File: src/rtl/vec_irq_ctrl.sv
module vec_irq_ctrl #(
  parameter int SYNC_STAGES = 2
) (
  input  logic       clk,
  input  logic       rst_n,
  input  logic [3:0] user_req,
  input  logic [3:0] tc_done,
  input  logic       reg_wr,
  input  logic       reg_rd,
  input  logic [1:0] reg_addr,
  input  logic [7:0] reg_wdata,
  output logic [7:0] reg_rdata,
  output logic       irq_out,
  output logic [2:0] irq_vec
);
  localparam int NSRC = 8;
  localparam int VW   = $clog2(NSRC);

  logic [NSRC-1:0] sync_q [SYNC_STAGES];
  logic [NSRC-1:0] prev_q, mask_r, mode_r, edge_pend;
  logic [NSRC-1:0] lvl, rise, pend, active, ack;
  logic [VW-1:0]   win;
  logic            rd_vec;

  always_ff @(posedge clk or negedge rst_n) begin
    if (!rst_n) begin
      for (int s = 0; s < SYNC_STAGES; s++) sync_q[s] <= '0;
      prev_q <= '0;
    end else begin
      sync_q[0] <= {tc_done, user_req};
      for (int s = 1; s < SYNC_STAGES; s++) sync_q[s] <= sync_q[s-1];
      prev_q <= sync_q[SYNC_STAGES-1];
    end
  end

  assign lvl    = sync_q[SYNC_STAGES-1];
  assign rise   = lvl & ~prev_q;
  assign pend   = (mode_r & edge_pend) | (~mode_r & lvl);
  assign active = pend & ~mask_r;
  assign irq_out = |active;

  always_comb begin
    win = '0;
    for (int i = NSRC-1; i >= 0; i--)
      if (active[i]) win = VW'(i);
  end

  assign irq_vec = win;
  assign rd_vec  = reg_rd && (reg_addr == 2'd3);
  assign ack     = (rd_vec && irq_out) ? (NSRC'(1) << win) : '0;

  always_ff @(posedge clk or negedge rst_n) begin
    if (!rst_n) begin
      mask_r    <= '1;
      mode_r    <= '0;
      edge_pend <= '0;
      reg_rdata <= '0;
    end else begin
      edge_pend <= ((edge_pend & ~ack) | rise) & mode_r;
      if (reg_wr && reg_addr == 2'd0) mask_r <= reg_wdata;
      if (reg_wr && reg_addr == 2'd1) mode_r <= reg_wdata;
      if (reg_rd) begin
        case (reg_addr)
          2'd0:    reg_rdata <= mask_r;
          2'd1:    reg_rdata <= mode_r;
          2'd2:    reg_rdata <= pend;
          default: reg_rdata <= {irq_out, 4'b0000, win};
        endcase
      end else begin
        reg_rdata <= '0;
      end
    end
  end

  // Latched edges survive every cycle without an acknowledge
  assert_edge_hold_R4: assert property (@(posedge clk) disable iff (!rst_n)
    (ack == '0) |=> ((edge_pend & $past(edge_pend & mode_r)) == $past(edge_pend & mode_r)));

  assert_prio_R6: assert property (@(posedge clk) disable iff (!rst_n)
    irq_out |-> (active[irq_vec] && ((active & ((NSRC'(1) << irq_vec) - NSRC'(1))) == '0)));

  assert_one_ack_R8: assert property (@(posedge clk) disable iff (!rst_n)
    $onehot0(ack));

  assert_empty_read_R6: assert property (@(posedge clk) disable iff (!rst_n)
    (rd_vec && !irq_out) |=> (reg_rdata == 8'h00));

  assert_all_masked_R5: assert property (@(posedge clk) disable iff (!rst_n)
    (mask_r == '1) |-> !irq_out);

  assert_idle_vec_R10: assert property (@(posedge clk) disable iff (!rst_n)
    !irq_out |-> (irq_vec == '0));
endmodule

File: config.mk
export PLATFORM = sky130hd
export DESIGN_NAME = vec_irq_ctrl
export DESIGN_NICKNAME = d
export VERILOG_FILES = /design/src/rtl/vec_irq_ctrl.sv
export SDC_FILE = /design/constraint.sdc
export NUM_CORES = 1
export LEC_CHECK = 0
export CORE_ASPECT_RATIO = 1.2
export CORE_MARGIN = 5
export CORE_UTILIZATION = 37
export CTS_BUF_LIST = sky130_fd_sc_hd__clkbuf_8
export CTS_CLUSTER_SIZE = 12
export DETAILED_ROUTE_END_ITERATION = 10
export MAX_ROUTING_LAYER = met4
export SKIP_CTS_REPAIR_TIMING = 1
export SYNTH_ARGS = -nofsm -noshare
export SYNTH_HDL_FRONTEND = slang
export SYNTH_SLANG_ARGS = --single-unit
File: constraint.sdc
create_clock -name clk -period 1.7 [get_ports clk]
set_clock_uncertainty 0.05 [all_clocks]
set_input_delay 0.34 -clock clk [delete_from_list [all_inputs] [get_ports clk]]
set_output_delay 0.34 -clock clk [all_outputs]
set_load 0.1 [all_outputs]
* After elaboration in Yosys (flattened, before gate mapping)
Cells that the tools add are included.
Cells by class: shifts and indexed selects 1, $mul 0, div/mod/pow operators 0, order comparisons 0, equal/unequal tests 3, multiplexer cells 11, bitwise operators 12, reductions and logical operators 6, add/subtract/negate cells 0
Operators by type and width (count):
- $and A8 B8 Y8 | 6
- $not A8 Y8 | 4
- $mux W3 | 8
- $pmux W8 S3 | 1
- $mux W8 | 2
- $or A8 B8 Y8 | 2
- $reduce_or A8 Y1 | 1
- $shl A1 B3 Y8 const A | 1
- $eq A2 B2 Y1 const B | 2
- $logic_and A1 B1 Y1 | 4
- $eq A2 B1 Y1 const B | 1
- $logic_not A2 Y1 | 1
Storage, ports and cells: memory bits (writable) 0, input bits 22, word-level logic and storage cells 40, output and inout port bits 12, memories 0, flip-flop bits (word level) 56, latch bits 0, bits in read-only memories 0

* Depth between registers and ports, before layout
Gate-level depths: netlist (run 1).
depth after elaboration 18, depth in mapped cells 6, gate-level depth less buffers 6

* Worst setup path after synthesis (run 1)
OpenSTA, ideal clock, no wires.
kind reg-to-output, start point register mode_r[3], end point output port irq_vec[2], data required time 1.310 ns, path buffers 0, data arrival time 2.408 ns, stages on the path, launching flop included 5, slack -1.098 ns, cells stage by stage dfrtp_1 -> mux2i_1 -> o22ai_1 -> nor3_2 -> nor2b_1
Between the ends: cells in the longest elaborated chain, start to end 8, elaborated cells between the ends (all ways) 9
RTL lines:
- start: declaration | RTL line 20 | logic [NSRC-1:0] prev_q, mask_r, mode_r, edge_pend;
- start signal: assignment | RTL line 61 | if (reg_wr && reg_addr == 2'd1) mode_r <= reg_wdata;
- $not A8 Y8 | RTL line 38 | assign pend = (mode_r & edge_pend) | (~mode_r & lvl);
- $and A8 B8 Y8 | RTL line 38
- $or A8 B8 Y8 * | RTL line 38
- $and A8 B8 Y8 * | RTL line 39 | assign active = pend & ~mask_r;
- $mux W3 * (4 in a row) | RTL line 45 | if (active[i]) win = VW'(i);
- end: declaration | RTL line 14 | output logic [2:0] irq_vec
Every way passes the cells marked *; elsewhere a longest branch is shown, timed or not.

* Worst setup path after layout (run 1)
start point register mode_r[3], end point output port irq_vec[0]
Same word-level chain as after synthesis.

==> qor.csv, run 1 <==
metric;value;unit
Sw Ratio;35.8;%
# DRC;0;
Peak VDD IR;0.530;mV
Warnings, synthesis;0;
vias in the first global route;1944;
Met1 Wirelength;2460;um
clock buffer depth;2;
Reg clk slew, reported paths;0.10;ns
switching pwr;1.50;mW
final hold slack;0.308;ns
combinational power share;43.1;%
Post-DP HPWL;4370;um
fin. max-slew vios;0;
detailed-route via count;1838;
crit-path max cell delay;0.41;ns
DRT Pass-1 Iters;4;
Power Dens Cells;1160;mW/mm^2
fin nets;316;
H-tree depth;2;
Setup TNS Final;-2.58;ns
CP Launch Type;register;
required time of the critical path;1.31;ns
internal power;2.69;mW
reg2reg path depth;8;
Seq/Total Area, Yosys;59.2;%
core area;0.00637;mm^2
Post-Syn Nets;223;
Die X;83.3;um
Slew headroom;78.4;%
Clock Latency Late Sink;0.31;ns
met2 wire length;2770;um
Setup CP Type;reg -> out;
status;finished with violations;
worst path cell trace;mux2i_2 > or2_1 > a221oi_2 > o21ai_2 > bufinv_8 > buf_12;
synthesized cell area;0.00238;mm^2
cells after synthesis;201;
Chip Height;97.9;um
Worst Setup EP;irq_vec[0];
Post-synth EDFFs;0;
most numerous cell in the Yosys netlist;dfrtp_1;
cell taking the most area after synthesis;dfrtp_1;
CTS sink count;56;
CP startpoint;mode_r[3];
crit share post-route;136;%
CTS tree;done;
crit path time final;2.31;ns
Mean Syn Cell Area;11.9;um^2
first-pass GRT wire length;9650;um
routed len/inst;14.7;um
Yosys cell types;40;
reg-to-reg startpoint;mode_r[3];
Top Ports;34;
HP Class;reg -> reg;
leak pwr;1.60;nW
WP data arrival;1.92;ns
fillers;547;
CTS Root Cell;clkbuf_8;
ANT cells;0;
Die ar.;0.00815;mm^2
share of the synthesized area in the top cell type;50.4;%
DRT Wirelength;5580;um
largest net degree at the start of global routing;57;
Setup Viol. Count Final;8;
Reg area;0.00141;mm^2
final worst setup slack;-0.613;ns
RR Endpoint;edge_pend[7];
GRT Overall Usage;15.0;%
Area contributors post-synth;dfrtp_1 (50%), dfstp_2 (8.8%), mux2_2 (7.1%);
initial antenna violation count;0;
Slowest cell on crit path;dfrtp_1;
CP max FO;3;
r2r setup slk;-0.19;ns
Initial DRC Count;91;
Post-synth top cells;dfrtp_1 (48), mux2_2 (15), nand2b_1 (14);
ANT nets after route;0;
Synth Register Bits;56;
Area growth syn-to-layout;52.3;%
critical path endpoint category;output pin;
Port-buffer cells;33;
unrepaired setup endpoints after global routing;yes;
Clock power frac;18.3;%
Vias/cell;4.84;
GRT overflow;0;
initial core utilization;37.4;%
maximum clock frequency;432;MHz
Cell Rows;32;
Num CTS Buffers;5;
ys flop type;dfrtp_1;
fraction of layout cells with a size suffix above 1;43.1;%
global placement routability congestion;0.867;
max-cap violations;0;
measured slew at the worst slew-check pin;0.323;ns
top routing layer used;met4;
asr flop ratio synth;100;%
met3 WL;218;um
Multi-input gate area;0.00105;mm^2
failing checks;setup timing;
sequential share of power;38.6;%
endpoints failing hold;0;
==> per-layer routing <==
layer / global-route usage [%] / vias to the layer above
li1: - / 892
met1: 19.0 / 899
met5: - / -
met2: 24.0 / 34
met3: 3.46 / 13
met4: 4.78 / 0
==> stage by stage <==
stage	setup WS, ns	cell area (um^2)	utilization, %	power [mW]	instances
floorplan	-0.525	2440	-	2.57	201
global placement	-0.271	3400	53.5	3.32	370
detailed placement	-0.259	3400	53.5	3.35	370
CTS	-0.615	3500	55.0	4.12	378
global route	-0.698	3630	57.0	4.40	380
finish	-0.613	3630	57.0	4.19	380
==> registers in the layout, summed over array words and instances, names as in the netlist <==
signal / flops
edge_pend: 8
lvl: 8
mask_r: 8
mode_r: 8
prev_q: 8
reg_rdata: 8
sync_q: 8
==> critical path, delay by kind of cell, from the launching register on <==
family / cells / cell delay, ns
DFF: 1 / 0.41
buffers and inverters: 2 / 0.35
muxes: 1 / 0.17
AOI/OAI and AO/OA: 2 / 0.43
and+or+nand+nor: 1 / 0.25
==> layout by cell type (no fill, tap or decap), types with 2 or more instances in the layout <==
cell / netlist / final
mux2i_2: 0 / 2
and2_1: 4 / 4
o22ai_1: 7 / 7
nor3_2: 2 / 2
clkinvlp_4: 0 / 2
o211ai_1: 2 / 2
inv_1: 12 / 12
nor2b_1: 7 / 5
mux2_2: 15 / 15
nand2_1: 11 / 10
a31oi_4: 0 / 3
nand2b_1: 14 / 13
clkbuf_8: 0 / 6
clkdlybuf4s50_1: 0 / 20
nor2_1: 9 / 6
o21a_1: 3 / 3
nor2b_4: 0 / 2
nor2_4: 1 / 3
dfrtp_1: 48 / 48
buf_12: 0 / 13
mux2i_1: 7 / 4
buf_4: 0 / 55
a21oi_1: 9 / 9
a31oi_1: 12 / 9
o21ai_0: 5 / 5
dfstp_2: 8 / 8
nor3b_2: 1 / 2
==> worst min-delay path by stage <==
stage | slack (ns) | startpoint | endpoint | cells after the start
2_1_floorplan | -0.006 | rst_n | edge_pend[0] | 0
3_3_place_gp | 0.28 | sync_q[11] | lvl[3] | 0
3_5_place_dp | 0.29 | sync_q[11] | lvl[3] | 0
4_1_cts | -0.04 | rst_n | edge_pend[3] | 2
5_1_grt | 0.32 | sync_q[11] | lvl[3] | 0
6_report | 0.31 | sync_q[11] | lvl[3] | 0
==> power by group through the flow <==
stage,Combinational [mW],Clock [mW],Sequential [mW]
2_1_floorplan,0.794,0,1.77
3_3_place_gp,1.69,0,1.63
3_5_place_dp,1.71,0,1.64
4_1_cts,1.71,0.797,1.61
5_1_grt,1.91,0.857,1.64
6_report,1.81,0.769,1.62
==> cell families after synthesis <==
family	share of synthesized area, %
buffers and inverters	2.99
flip-flops	59.2
AO/OA/AOI/OAI	14.4
multiplexers	10.0
AND/OR/NAND/NOR	13.3
==> final cells by class <==
cell class | count | area share (%)
multi-input combinational | 127 | 29.0
inverter | 13 | 1.72
tap | 85 | 2.93
clock inverter | 2 | 0.414
clock buffer | 6 | 2.28
sequential | 56 | 38.9
timing repair buffer | 91 | 24.8
(Power assumes the default switching activity.)
==> run 2: changes to the inputs <==
REMOVE_ABC_BUFFERS = 1   (was unset)
==> run 2 against run 1 <==
Effect of this change: the flow still finishes with violations (setup timing); first-iteration DRC count down 21%; worst setup slack better by 0.033 ns; critical path depth unchanged; register-to-register slack better by 0.08 ns; non-clock buffer count down 2; final cell count down 0.53%; clock-buffer cell count up 1; hold slack worse by 0.0024 ns; power up 0.89%; routed wire length down 3.0%; core utilization down 1.0 points.
==> qor.csv, run 2 (synthesized netlist as in run 1, its figures left out) <==
metric;value;unit;change
internal power;2.81;mW;+4.3%
max-cap violations;0;;unchanged
CTS Root Cell;clkbuf_8;;
Slew headroom;79.4;%;+0.99 points
unrepaired setup endpoints after global routing;yes;;
largest net degree at the start of global routing;57;;unchanged
Clock Latency Late Sink;0.30;ns;about the same
sequential share of power;38.1;%;-0.5 points
Clock power frac;22.0;%;+3.7 points
Place WS;-0.340;ns;-0.0808 ns
DRT Pass-1 Iters;4;;unchanged
# DRC;0;;unchanged
area of placed instances;0.00332;mm^2;-2.4%
Slowest cell on crit path;dfrtp_1;;
CP max FO;3;;unchanged
Sw Ratio;33.6;%;-2.2 points
Power Dens Cells;1190;mW/mm^2;+2.7%
failing checks;setup timing;;
GRT Overall Usage;14.1;%;-0.95 points
critical path endpoint category;output pin;;
fin util;56.0;%;-1.0 points
crit-path max cell delay;0.41;ns;about the same
H-tree depth;2;;unchanged
Tot Pwr;4.23;mW;+0.89%
Chip Height;97.9;um;unchanged
vias in the first global route;1888;;-2.9%
Vias/cell;4.86;;+0.53%
Cell Rows;32;;unchanged
WP data arrival;1.89;ns;-0.03 ns
Reg clk slew, reported paths;0.09;ns;about the same
status;finished with violations;;
Port-buffer cells;33;;unchanged
final instance area;0.00356;mm^2;-1.8%
CTS tree;done;;
Setup CP Type;reg -> out;;
CTS sink count;56;;unchanged
commonest non-fill, non-tap cell in the layout;buf_4;;
fin nets;314;;-0.63%
Non-Filler Instances;378;;-0.53%
DRT Wirelength;5410;um;-3.0%
detailed-route via count;1838;;unchanged
Post-Place Cells;367;;-0.81%
switching pwr;1.42;mW;-5.2%
Die X;83.3;um;unchanged
Initial DRC Count;72;;-21%
CP Launch Type;register;;
measured slew at the worst slew-check pin;0.309;ns;-0.0137 ns
global placement routability congestion;0.829;;-4.4%
core area;0.00637;mm^2;unchanged
commonest non-fill, non-tap cells in the layout;buf_4 (53), dfrtp_1 (48), clkdlybuf4s50_1 (19);;
Area growth syn-to-layout;49.6;%;
final worst setup slack;-0.580;ns;+0.0332 ns
HP Class;reg -> reg;;
crit path time final;2.28;ns;-0.0332 ns
fin. max-slew vios;0;;unchanged
ANT nets after route;0;;unchanged
fillers;516;;-5.7%
Post-DP HPWL;4120;um;-5.8%
endpoints failing hold;0;;unchanged
worst path cell trace;mux2i_2 > or2_1 > a221oi_2 > o21ai_2 > inv_2 > buf_12;;
ANT cells;0;;unchanged
clock buffer depth;2;;unchanged
combinational power share;39.9;%;-3.2 points
initial antenna violation count;0;;unchanged
Die ar.;0.00815;mm^2;unchanged
GRT overflow;0;;unchanged
Top Ports;34;;unchanged
first-pass GRT wire length;9030;um;-6.4%
final hold slack;0.305;ns;-0.00242 ns
Setup TNS Final;-2.41;ns;+0.161 ns
initial core utilization;37.4;%;unchanged
Setup Viol. Count Final;11;;+3
routed len/inst;14.3;um;-2.5%
maximum clock frequency;439;MHz;+1.5%
required time of the critical path;1.31;ns;about the same
crit share post-route;134;%;-2.0 points
fraction of layout cells with a size suffix above 1;41.3;%;-1.8 points
Num CTS Buffers;5;;unchanged
Peak VDD IR;0.577;mV;+8.9%
leak pwr;1.59;nW;-0.63%
-- run 2: final cells by class --
type                       instances  area (um^2)  share of cell area (%)
clock inverter                     1         30.0                   0.842
clock buffer                       7         96.3                    2.70
multi-input combinational        127          985                    27.6
tap                               85          106                    2.98
inverter                          13         48.8                    1.37
sequential                        56         1410                    39.6
timing repair buffer              89          887                    24.9
-- run 2: critical path, delay by kind of cell, from the launching register on --
kind,cells,cell delay (ns)
AO/OA/AOI/OAI,2,0.47
buffers and inverters,2,0.28
flip-flops,1,0.41
multiplexers,1,0.18
AND/OR/NAND/NOR,1,0.25
-- run 2: power groups by stage --
stage	sequential, mW	combinational, mW	clock [mW]
global placement	1.62	1.58	0
CTS	1.60	1.60	0.965
detailed placement	1.62	1.60	0
floorplan	1.77	0.681	0
finish	1.61	1.69	0.930
global route	1.63	1.79	1.01
-- run 2: worst paths after layout --
kind / from / to / slack [ns] / cells past startpoint
worst max-delay path: mode_r[3] / irq_vec[0] / -0.58 / 6
worst min-delay path: sync_q[9] / lvl[1] / 0.31 / 0
worst max register to register: mode_r[3] / edge_pend[5] / -0.11 / 7
worst min register to register: sync_q[9] / lvl[1] / 0.31 / 0
max in group asynchronous: rst_n / mask_r[2] / 0.79 / 3
min in group asynchronous: rst_n / sync_q[9] / 0.48 / 3
-- run 2: per-layer routing --
| layer | global-route usage, % | wire [um] |
|---|---|---|
| met1 | 16.6 | 2280 |
| met4 | 4.78 | 110 |
| met5 | - | 0 |
| met3 | 3.29 | 216 |
| met2 | 23.7 | 2800 |
